File: src/rtl/vpg_pkg.sv
package vpg_pkg;

    localparam int HW_BITS   = 16;
    localparam int LANES     = HW_BITS / 8;
    localparam int LEN_W     = 4;
    localparam int IDX_W     = LEN_W;
    localparam int CODE_W    = 3;
    localparam int CNT_FLD_W = 2;
    localparam int ENT_W     = CNT_FLD_W + 1;
    localparam int MARK_W    = 7;
    localparam int BASE_HW   = 5;

    localparam int B_VL      = 15;
    localparam int B_CODE_LO = 12;
    localparam int B_PC_LO   = 10;
    localparam int B_RC_LO   = 8;
    localparam int B_WIDE    = 7;

    localparam logic [MARK_W-1:0] MARK          = '1;
    localparam logic [CODE_W-1:0] CODE_RESERVED = '1;

    typedef enum logic [2:0] {
        SEC_HDR  = 3'd0,
        SEC_VL   = 3'd1,
        SEC_REG  = 3'd2,
        SEC_PRED = 3'd3,
        SEC_OP   = 3'd4
    } sec_e;

    typedef enum logic [1:0] {
        ERR_NONE   = 2'd0,
        ERR_NOTPFX = 2'd1,
        ERR_BADLEN = 2'd2,
        ERR_NOROOM = 2'd3
    } err_e;

    typedef struct packed {
        logic                 vl;
        logic                 wide;
        logic [CNT_FLD_W-1:0] rc;
        logic [CNT_FLD_W-1:0] pc;
        logic [LEN_W-1:0]     tot;
        logic [LEN_W-1:0]     body;
    } layout_t;

    function automatic layout_t unpack_prefix(input logic [HW_BITS-1:0] h);
        layout_t l;
        l.vl   = h[B_VL];
        l.wide = h[B_WIDE];
        l.rc   = h[B_RC_LO +: CNT_FLD_W];
        l.pc   = h[B_PC_LO +: CNT_FLD_W];
        l.tot  = LEN_W'(BASE_HW) + LEN_W'(h[B_CODE_LO +: CODE_W]);
        l.body = LEN_W'(1) + LEN_W'(h[B_VL]) + LEN_W'(l.rc) + LEN_W'(l.pc);
        return l;
    endfunction

    function automatic logic [ENT_W-1:0] entry_count(input logic [CNT_FLD_W-1:0] f,
                                                     input logic wide);
        return wide ? ENT_W'(f) : {f, 1'b0};
    endfunction

endpackage

File: src/rtl/vpg_prefix_dec.sv
module vpg_prefix_dec
    import vpg_pkg::*;
(
    input  logic [HW_BITS-1:0] hw,
    output layout_t            lay,
    output err_e               err
);

    logic marked;
    logic bad_code;
    logic no_room;

    always_comb begin
        lay      = unpack_prefix(hw);
        marked   = (hw[MARK_W-1:0] == MARK);
        bad_code = (hw[B_CODE_LO +: CODE_W] == CODE_RESERVED);
        no_room  = (lay.body >= lay.tot);
        if (!marked)        err = ERR_NOTPFX;
        else if (bad_code)  err = ERR_BADLEN;
        else if (no_room)   err = ERR_NOROOM;
        else                err = ERR_NONE;
    end

endmodule

File: src/rtl/vpg_pos_ctrl.sv
module vpg_pos_ctrl
    import vpg_pkg::*;
(
    input  logic             clk,
    input  logic             rst,
    input  logic             fire,
    input  logic             last,
    input  err_e             dec_err,
    input  layout_t          dec_lay,
    output logic             busy,
    output logic [LEN_W-1:0] pos,
    output layout_t          held
);

    always_ff @(posedge clk) begin
        if (rst) begin
            busy <= 1'b0;
            pos  <= '0;
            held <= '0;
        end else if (fire) begin
            if (!busy) begin
                if (dec_err == ERR_NONE) begin
                    busy <= 1'b1;
                    pos  <= LEN_W'(1);
                    held <= dec_lay;
                end
            end else if (last) begin
                busy <= 1'b0;
                pos  <= '0;
            end else begin
                pos <= pos + LEN_W'(1);
            end
        end
    end

    // no handshake, no movement
    a_r11_stall_hold: assert property (@(posedge clk) disable iff (rst)
        (busy && !fire) |=> (busy && $stable(pos)));

    // offset never reaches the group length
    a_r3_pos_below_len: assert property (@(posedge clk) disable iff (rst)
        busy |-> (pos < held.tot));

    // a group is entered only when payload room exists
    a_r10_room_on_entry: assert property (@(posedge clk) disable iff (rst)
        $rose(busy) |-> (held.body < held.tot));

endmodule

File: src/rtl/vpg_beat_tag.sv
module vpg_beat_tag
    import vpg_pkg::*;
(
    input  logic               clk,
    input  logic               rst,
    input  logic               valid,
    input  logic [LEN_W-1:0]   pos,
    input  layout_t            lay,
    input  logic [HW_BITS-1:0] data,
    output sec_e               tag,
    output logic [IDX_W-1:0]   idx,
    output logic [LANES-1:0]   pad,
    output logic               last
);

    logic [LEN_W-1:0] vl_end;
    logic [LEN_W-1:0] reg_end;
    logic [LEN_W-1:0] k;

    always_comb begin
        vl_end  = LEN_W'(1) + LEN_W'(lay.vl);
        reg_end = vl_end + LEN_W'(lay.rc);
        k       = '0;
        if (pos == '0) begin
            tag = SEC_HDR;
        end else if (pos < vl_end) begin
            tag = SEC_VL;
        end else if (pos < reg_end) begin
            tag = SEC_REG;
            k   = pos - vl_end;
        end else if (pos < lay.body) begin
            tag = SEC_PRED;
            k   = pos - reg_end;
        end else begin
            tag = SEC_OP;
            k   = pos - lay.body;
        end
        if ((tag == SEC_REG || tag == SEC_PRED) && !lay.wide)
            idx = IDX_W'(k << 1);
        else
            idx = IDX_W'(k);
        last = (pos == lay.tot - LEN_W'(1));
    end

    for (genvar b = 0; b < LANES; b++) begin : g_lane
        assign pad[b] = (tag == SEC_REG) && !lay.wide && (data[8*b +: 8] == 8'h00);
    end

    // the VL section is a single slot right after the prefix
    a_r4_vl_slot: assert property (@(posedge clk) disable iff (rst)
        (valid && tag == SEC_VL) |-> (pos == LEN_W'(1) && lay.vl));

    // padding is only flagged on narrow register halfwords
    a_r8_pad_scope: assert property (@(posedge clk) disable iff (rst)
        (valid && pad != '0) |-> (tag == SEC_REG && !lay.wide));

endmodule

File: src/rtl/vpg_group_parser.sv
module vpg_group_parser
    import vpg_pkg::*;
(
    input  logic         clk,
    input  logic         rst,
    input  logic         in_valid,
    output logic         in_ready,
    input  logic [15:0]  in_data,
    output logic         out_valid,
    input  logic         out_ready,
    output logic [15:0]  out_data,
    output logic [2:0]   out_tag,
    output logic [3:0]   out_idx,
    output logic [1:0]   out_pad,
    output logic         out_last,
    output logic [1:0]   out_err,
    output logic         grp_done,
    output logic [2:0]   reg_entries,
    output logic [2:0]   pred_entries,
    output logic [3:0]   payload_off,
    output logic [3:0]   grp_len
);

    layout_t          dec_lay;
    err_e             dec_err;
    logic             busy;
    logic [LEN_W-1:0] pos;
    layout_t          held;
    layout_t          cur_lay;
    err_e             cur_err;
    sec_e             tag;
    logic [IDX_W-1:0] idx;
    logic [LANES-1:0] pad;
    logic             pos_last;
    logic             last;
    logic             fire;

    vpg_prefix_dec u_dec (
        .hw  (in_data),
        .lay (dec_lay),
        .err (dec_err)
    );

    assign cur_lay = busy ? held : dec_lay;
    assign cur_err = busy ? ERR_NONE : dec_err;
    assign fire    = in_valid && out_ready;
    assign last    = (cur_err != ERR_NONE) || pos_last;

    vpg_pos_ctrl u_pos (
        .clk     (clk),
        .rst     (rst),
        .fire    (fire),
        .last    (last),
        .dec_err (dec_err),
        .dec_lay (dec_lay),
        .busy    (busy),
        .pos     (pos),
        .held    (held)
    );

    vpg_beat_tag u_tag (
        .clk   (clk),
        .rst   (rst),
        .valid (in_valid),
        .pos   (pos),
        .lay   (cur_lay),
        .data  (in_data),
        .tag   (tag),
        .idx   (idx),
        .pad   (pad),
        .last  (pos_last)
    );

    assign in_ready     = out_ready;
    assign out_valid    = in_valid;
    assign out_data     = in_data;
    assign out_tag      = tag;
    assign out_idx      = idx;
    assign out_pad      = pad;
    assign out_last     = last;
    assign out_err      = cur_err;
    assign grp_done     = fire && last && (cur_err == ERR_NONE);
    assign reg_entries  = entry_count(cur_lay.rc, cur_lay.wide);
    assign pred_entries = entry_count(cur_lay.pc, cur_lay.wide);
    assign payload_off  = cur_lay.body;
    assign grp_len      = cur_lay.tot;

    // an errored prefix closes its group at once
    a_r10_err_closes: assert property (@(posedge clk) disable iff (rst)
        (in_valid && out_err != ERR_NONE) |-> (out_last && out_tag == SEC_HDR));

    // reserved length code on a marked prefix is reported
    a_r2_badlen: assert property (@(posedge clk) disable iff (rst)
        (in_valid && !busy && in_data[MARK_W-1:0] == MARK
         && in_data[B_CODE_LO +: CODE_W] == CODE_RESERVED) |-> (out_err == ERR_BADLEN));

    // completion strobe only on a clean final halfword
    a_r12_done_last: assert property (@(posedge clk) disable iff (rst)
        grp_done |-> (out_last && out_err == ERR_NONE && fire));

    // after an accepted last halfword the next beat is a prefix again
    a_r1_rearm: assert property (@(posedge clk) disable iff (rst)
        (fire && out_last) |=> !busy);

endmodule

File: config.mk
export PLATFORM = sky130hd
export DESIGN_NAME = vpg_group_parser
export DESIGN_NICKNAME = d
export VERILOG_FILES = /design/src/rtl/vpg_pkg.sv /design/src/rtl/vpg_prefix_dec.sv /design/src/rtl/vpg_pos_ctrl.sv /design/src/rtl/vpg_beat_tag.sv /design/src/rtl/vpg_group_parser.sv
export SDC_FILE = /design/constraint.sdc
export NUM_CORES = 1
export LEC_CHECK = 0
export ABC_AREA = 1
export BUFFER_PORTS_ARGS = -buffer_cell sky130_fd_sc_hd__clkbuf_2
export CAP_MARGIN = 5
export CORE_MARGIN = 2
export CORE_UTILIZATION = 40
export CTS_BUF_LIST = sky130_fd_sc_hd__clkbuf_16
export DETAILED_ROUTE_END_ITERATION = 8
export HOLD_SLACK_MARGIN = 0.03
export SETUP_SLACK_MARGIN = 0.1
export SYNTH_ARGS = -nofsm -noshare
export SYNTH_HDL_FRONTEND = slang
export SYNTH_HIERARCHICAL = 1
export SYNTH_SLANG_ARGS = --single-unit
File: constraint.sdc
create_clock -name clk -period 8.8 [get_ports clk]
set_input_delay 1.32 -clock clk [delete_from_list [all_inputs] [get_ports clk]]
set_output_delay 1.32 -clock clk [all_outputs]
set_load 0.005 [all_outputs]
==> results.md <==
* Iter 0 DRT Violations at between 70 and 80
* Finished Layout Cells at between 400 and 500
* Total GRT Usage at 18.2%
* Area of the die at roughly 0.0067 sq mm
* Synth-to-Final Area Change at 7.73%
* Status: finished clean
* Syn avg cell area at ~6.4 sq um
* First-pass GRT wire length at about 9.7 mm
* Worst Path Class, Setup: in -> out
* Post-Place Cells at 481
* Clk sinks at 19
* Final RePlAce weighted congestion at 0.808
* Tightest Pin Transition at roughly 0.87 ns
* CP Capture Type: output pin
* Place WS at roughly 3.4 ns
* Hold Crit Class: reg -> reg
* HPWL Detailed at between 4 and 5 mm
* Wire per inst at about 11 um
* Cell Rows at 28
* Total of warnings raised by yosys at 6
* Longest Clk Path Bufs at 2
* Post-CTS Hold Fix Bufs at 0
* Synth top area cells: dfxtp_1 (16%), nand2_1 (15%), ha_1 (11%), buf_4 (9.9%), inv_1 (8.4%)
* Post-DRT Antenna Nets at 0
* Fraction of layout cells with a size suffix above 1 at ~22%
* Worst setup margin at approximately 3.4 ns
* Max-slew violation count at 0
* Port Buffers at 64
* GRT Residual Overflow at 0
* Relative slew margins at between 40% and 50%
* Via count at roughly 2300
* Cell Pwr Density at 107 mW/mm^2
* Die W at between 80 and 90 um
* Cells after Synth at 380
* Worst VDD drop at between 0.05 and 0.06 mV
* Final Hold Vio Count at 0
* Post-route cell area at 0.00262 sq mm
* Most common cell in the synthesized netlist: nand2_1
* Final setup violation count at 0
* Nets at ~460
* Number of global-route vias before repair at about 2100
* R2R setup slack at 5.92 ns
* Tmin final at 5.38 ns
* CP max FO at 6
* Ant diodes at 0
* Synth cell types at 37
* Layout fillers at between 600 and 700
* Largest net degree at the start of global routing at 23
* Drt drc at 0
* Clock Latency Late Sink at 0.26 ns
* DRT Pass-1 Iters at 4
* CTS tree: yes
* Area of the core at between 0.005 and 0.006 sq mm
* Syn Nets at about 430
* Critical path launch point type: input pin
* Max Cap Viol at 0
* CTS clk-pin slew, worst paths at 0.06 ns
* Mapped cell area at about 0.0024 sq mm
* Post-synth EDFFs at 0
* Top_reg_cell synth: dfxtp_1
* # Post-CTS Setup Buffers at 0
* CTS H-tree lvls at 1
* Initial Utilization at 41.2%
* Setup Skew at roughly 0.0014 ns
* RSZ-0062 raised after global routing: no
* Ports at between 60 and 70
* F_max at around 190 MHz
* Tcrit/Tclk final at between 60% and 70%
* CTS root buffer: clkbuf_16
* Synthesized flop and latch total at 19
* Via-per-instance ratio at around 4.7
* Post-synth top area share at about 16%
* WP data arrival at slightly above 4 ns
* DP Area at between 0.002 and 0.003 sq mm
* CTS Buf Count at 3
* CP Data Required Time at 7.48 ns
* Setup TNS at 0 ns
* Die height at approximately 82 um
* Leak at around 1.5 nW
* Post-cts sizing count at 0
* Sequential share of the synthesized area at approximately 16%
* Post-synth top area cell: dfxtp_1
* Drt total wl at 5.54 mm
* Top cells by count, synth: nand2_1 (99), inv_1 (54), nor2_1 (49), buf_4 (32), ha_1 (22)
* Share of synthesized flip-flops with an asynchronous set or reset at 0%
* Antenna violations before repair at 0
-- power breakdown --
group          leakage, nW  internal [W]  switching, W
Sequential           0.153     0.0000862   0.000000221
Clock               0.0409     0.0000611     0.0000368
Combinational         1.27     0.0000386     0.0000562
-- per-stage QoR --
stage | hold WS (ns) | utilization [%] | total power, W
final | 0.481 | 44.4 | 0.000279
after global routing | 0.503 | 44.4 | 0.000300
after global placement | 0.463 | 43.1 | 0.000183
after CTS | 0.487 | 44.4 | 0.000283
after detailed placement | 0.473 | 43.1 | 0.000184
after floorplan | 0.453 | - | 0.000166
-- cell families (layout without fill, tap and decap cells) --
| family | after synthesis | after routing | share of synthesized area (%) |
|---|---|---|---|
| DFF | 19 | 19 | 15.7 |
| adders and majority gates | 27 | 27 | 15.5 |
| AOI/OAI and AO/OA | 37 | 37 | 8.87 |
| xor gates and xnor gates | 8 | 8 | 2.89 |
| buffers and inverters | 97 | 127 | 22.2 |
| and+or+nand+nor | 192 | 192 | 34.9 |
-- final timing paths --
kind,cells past startpoint,startpoint,endpoint
setup / recovery,20,in_data[8],out_pad[1]
hold / removal,2,u_pos/held[9]$_SDFFE_PP0P_,u_pos/held[9]$_SDFFE_PP0P_
setup reg to reg,15,u_pos/busy$_SDFFE_PP0P_,u_pos/pos[1]$_SDFFE_PP0P_
hold reg to reg,2,u_pos/held[9]$_SDFFE_PP0P_,u_pos/held[9]$_SDFFE_PP0P_
-- flip-flops by register name, summed over array words and instances (netlist names) --
name and count:
u_pos/busy 1, u_pos/held 14, u_pos/pos 4
-- area by class of cell --
type,count,area (sq um),area share [%]
multi-input cells,264,1510,57.7
flip-flops and latches,19,380,14.5
repair buffers,64,320,12.2
inverters,59,231,8.85
well taps,75,93.8,3.59
clock buffers,3,75.1,2.87
clock inverters,1,5.00,0.191
-- cell usage in the layout (no fill, tap or decap), types with 2 or more instances in the layout --
cell type  synthesis  layout
nand2_4            2       2
nand3_1           21      21
dfxtp_1           19      19
ha_1              22      22
clkbuf_16          0       3
xnor2_1            4       4
fa_1               5       5
nor2_1            49      49
xor2_1             4       4
o21ai_0           14      14
o21ai_1            3       3
nor2_2             4       4
clkbuf_2           0      64
nor4_1             4       4
nand4_1            3       3
inv_1             54      54
inv_2              2       2
inv_4              2       2
a21oi_1           13      13
nand2_2            4       4
a21oi_2            3       3
nand2_1           99      99
-- per-layer routing --
metal / track usage [%] / share of wire, % / wire (um)
met3: 2.42 / 4.8 / 267
met4: 3.50 / 0.76 / 42
met2: 29.9 / 45 / 2500
met1: 25.5 / 49 / 2730
met5: 0 / 0 / 0
-- critical path: stages --
cell and delay [ns]:
clkbuf_2 0.12, inv_1 0.05, ha_1 0.28, inv_1 0.06, ha_1 0.15, inv_1 0.06
fa_1 0.37, xnor2_1 0.26, nand2_1 0.09, nand2_1 0.08, inv_1 0.05, ha_1 0.32
nand3_1 0.12, nand2_2 0.10, nand2_2 0.11, nand3b_4 0.11, inv_4 0.09, nand2_2 0.09
nor2_1 0.10, clkbuf_2 0.11
(Power assumes the default switching activity.)
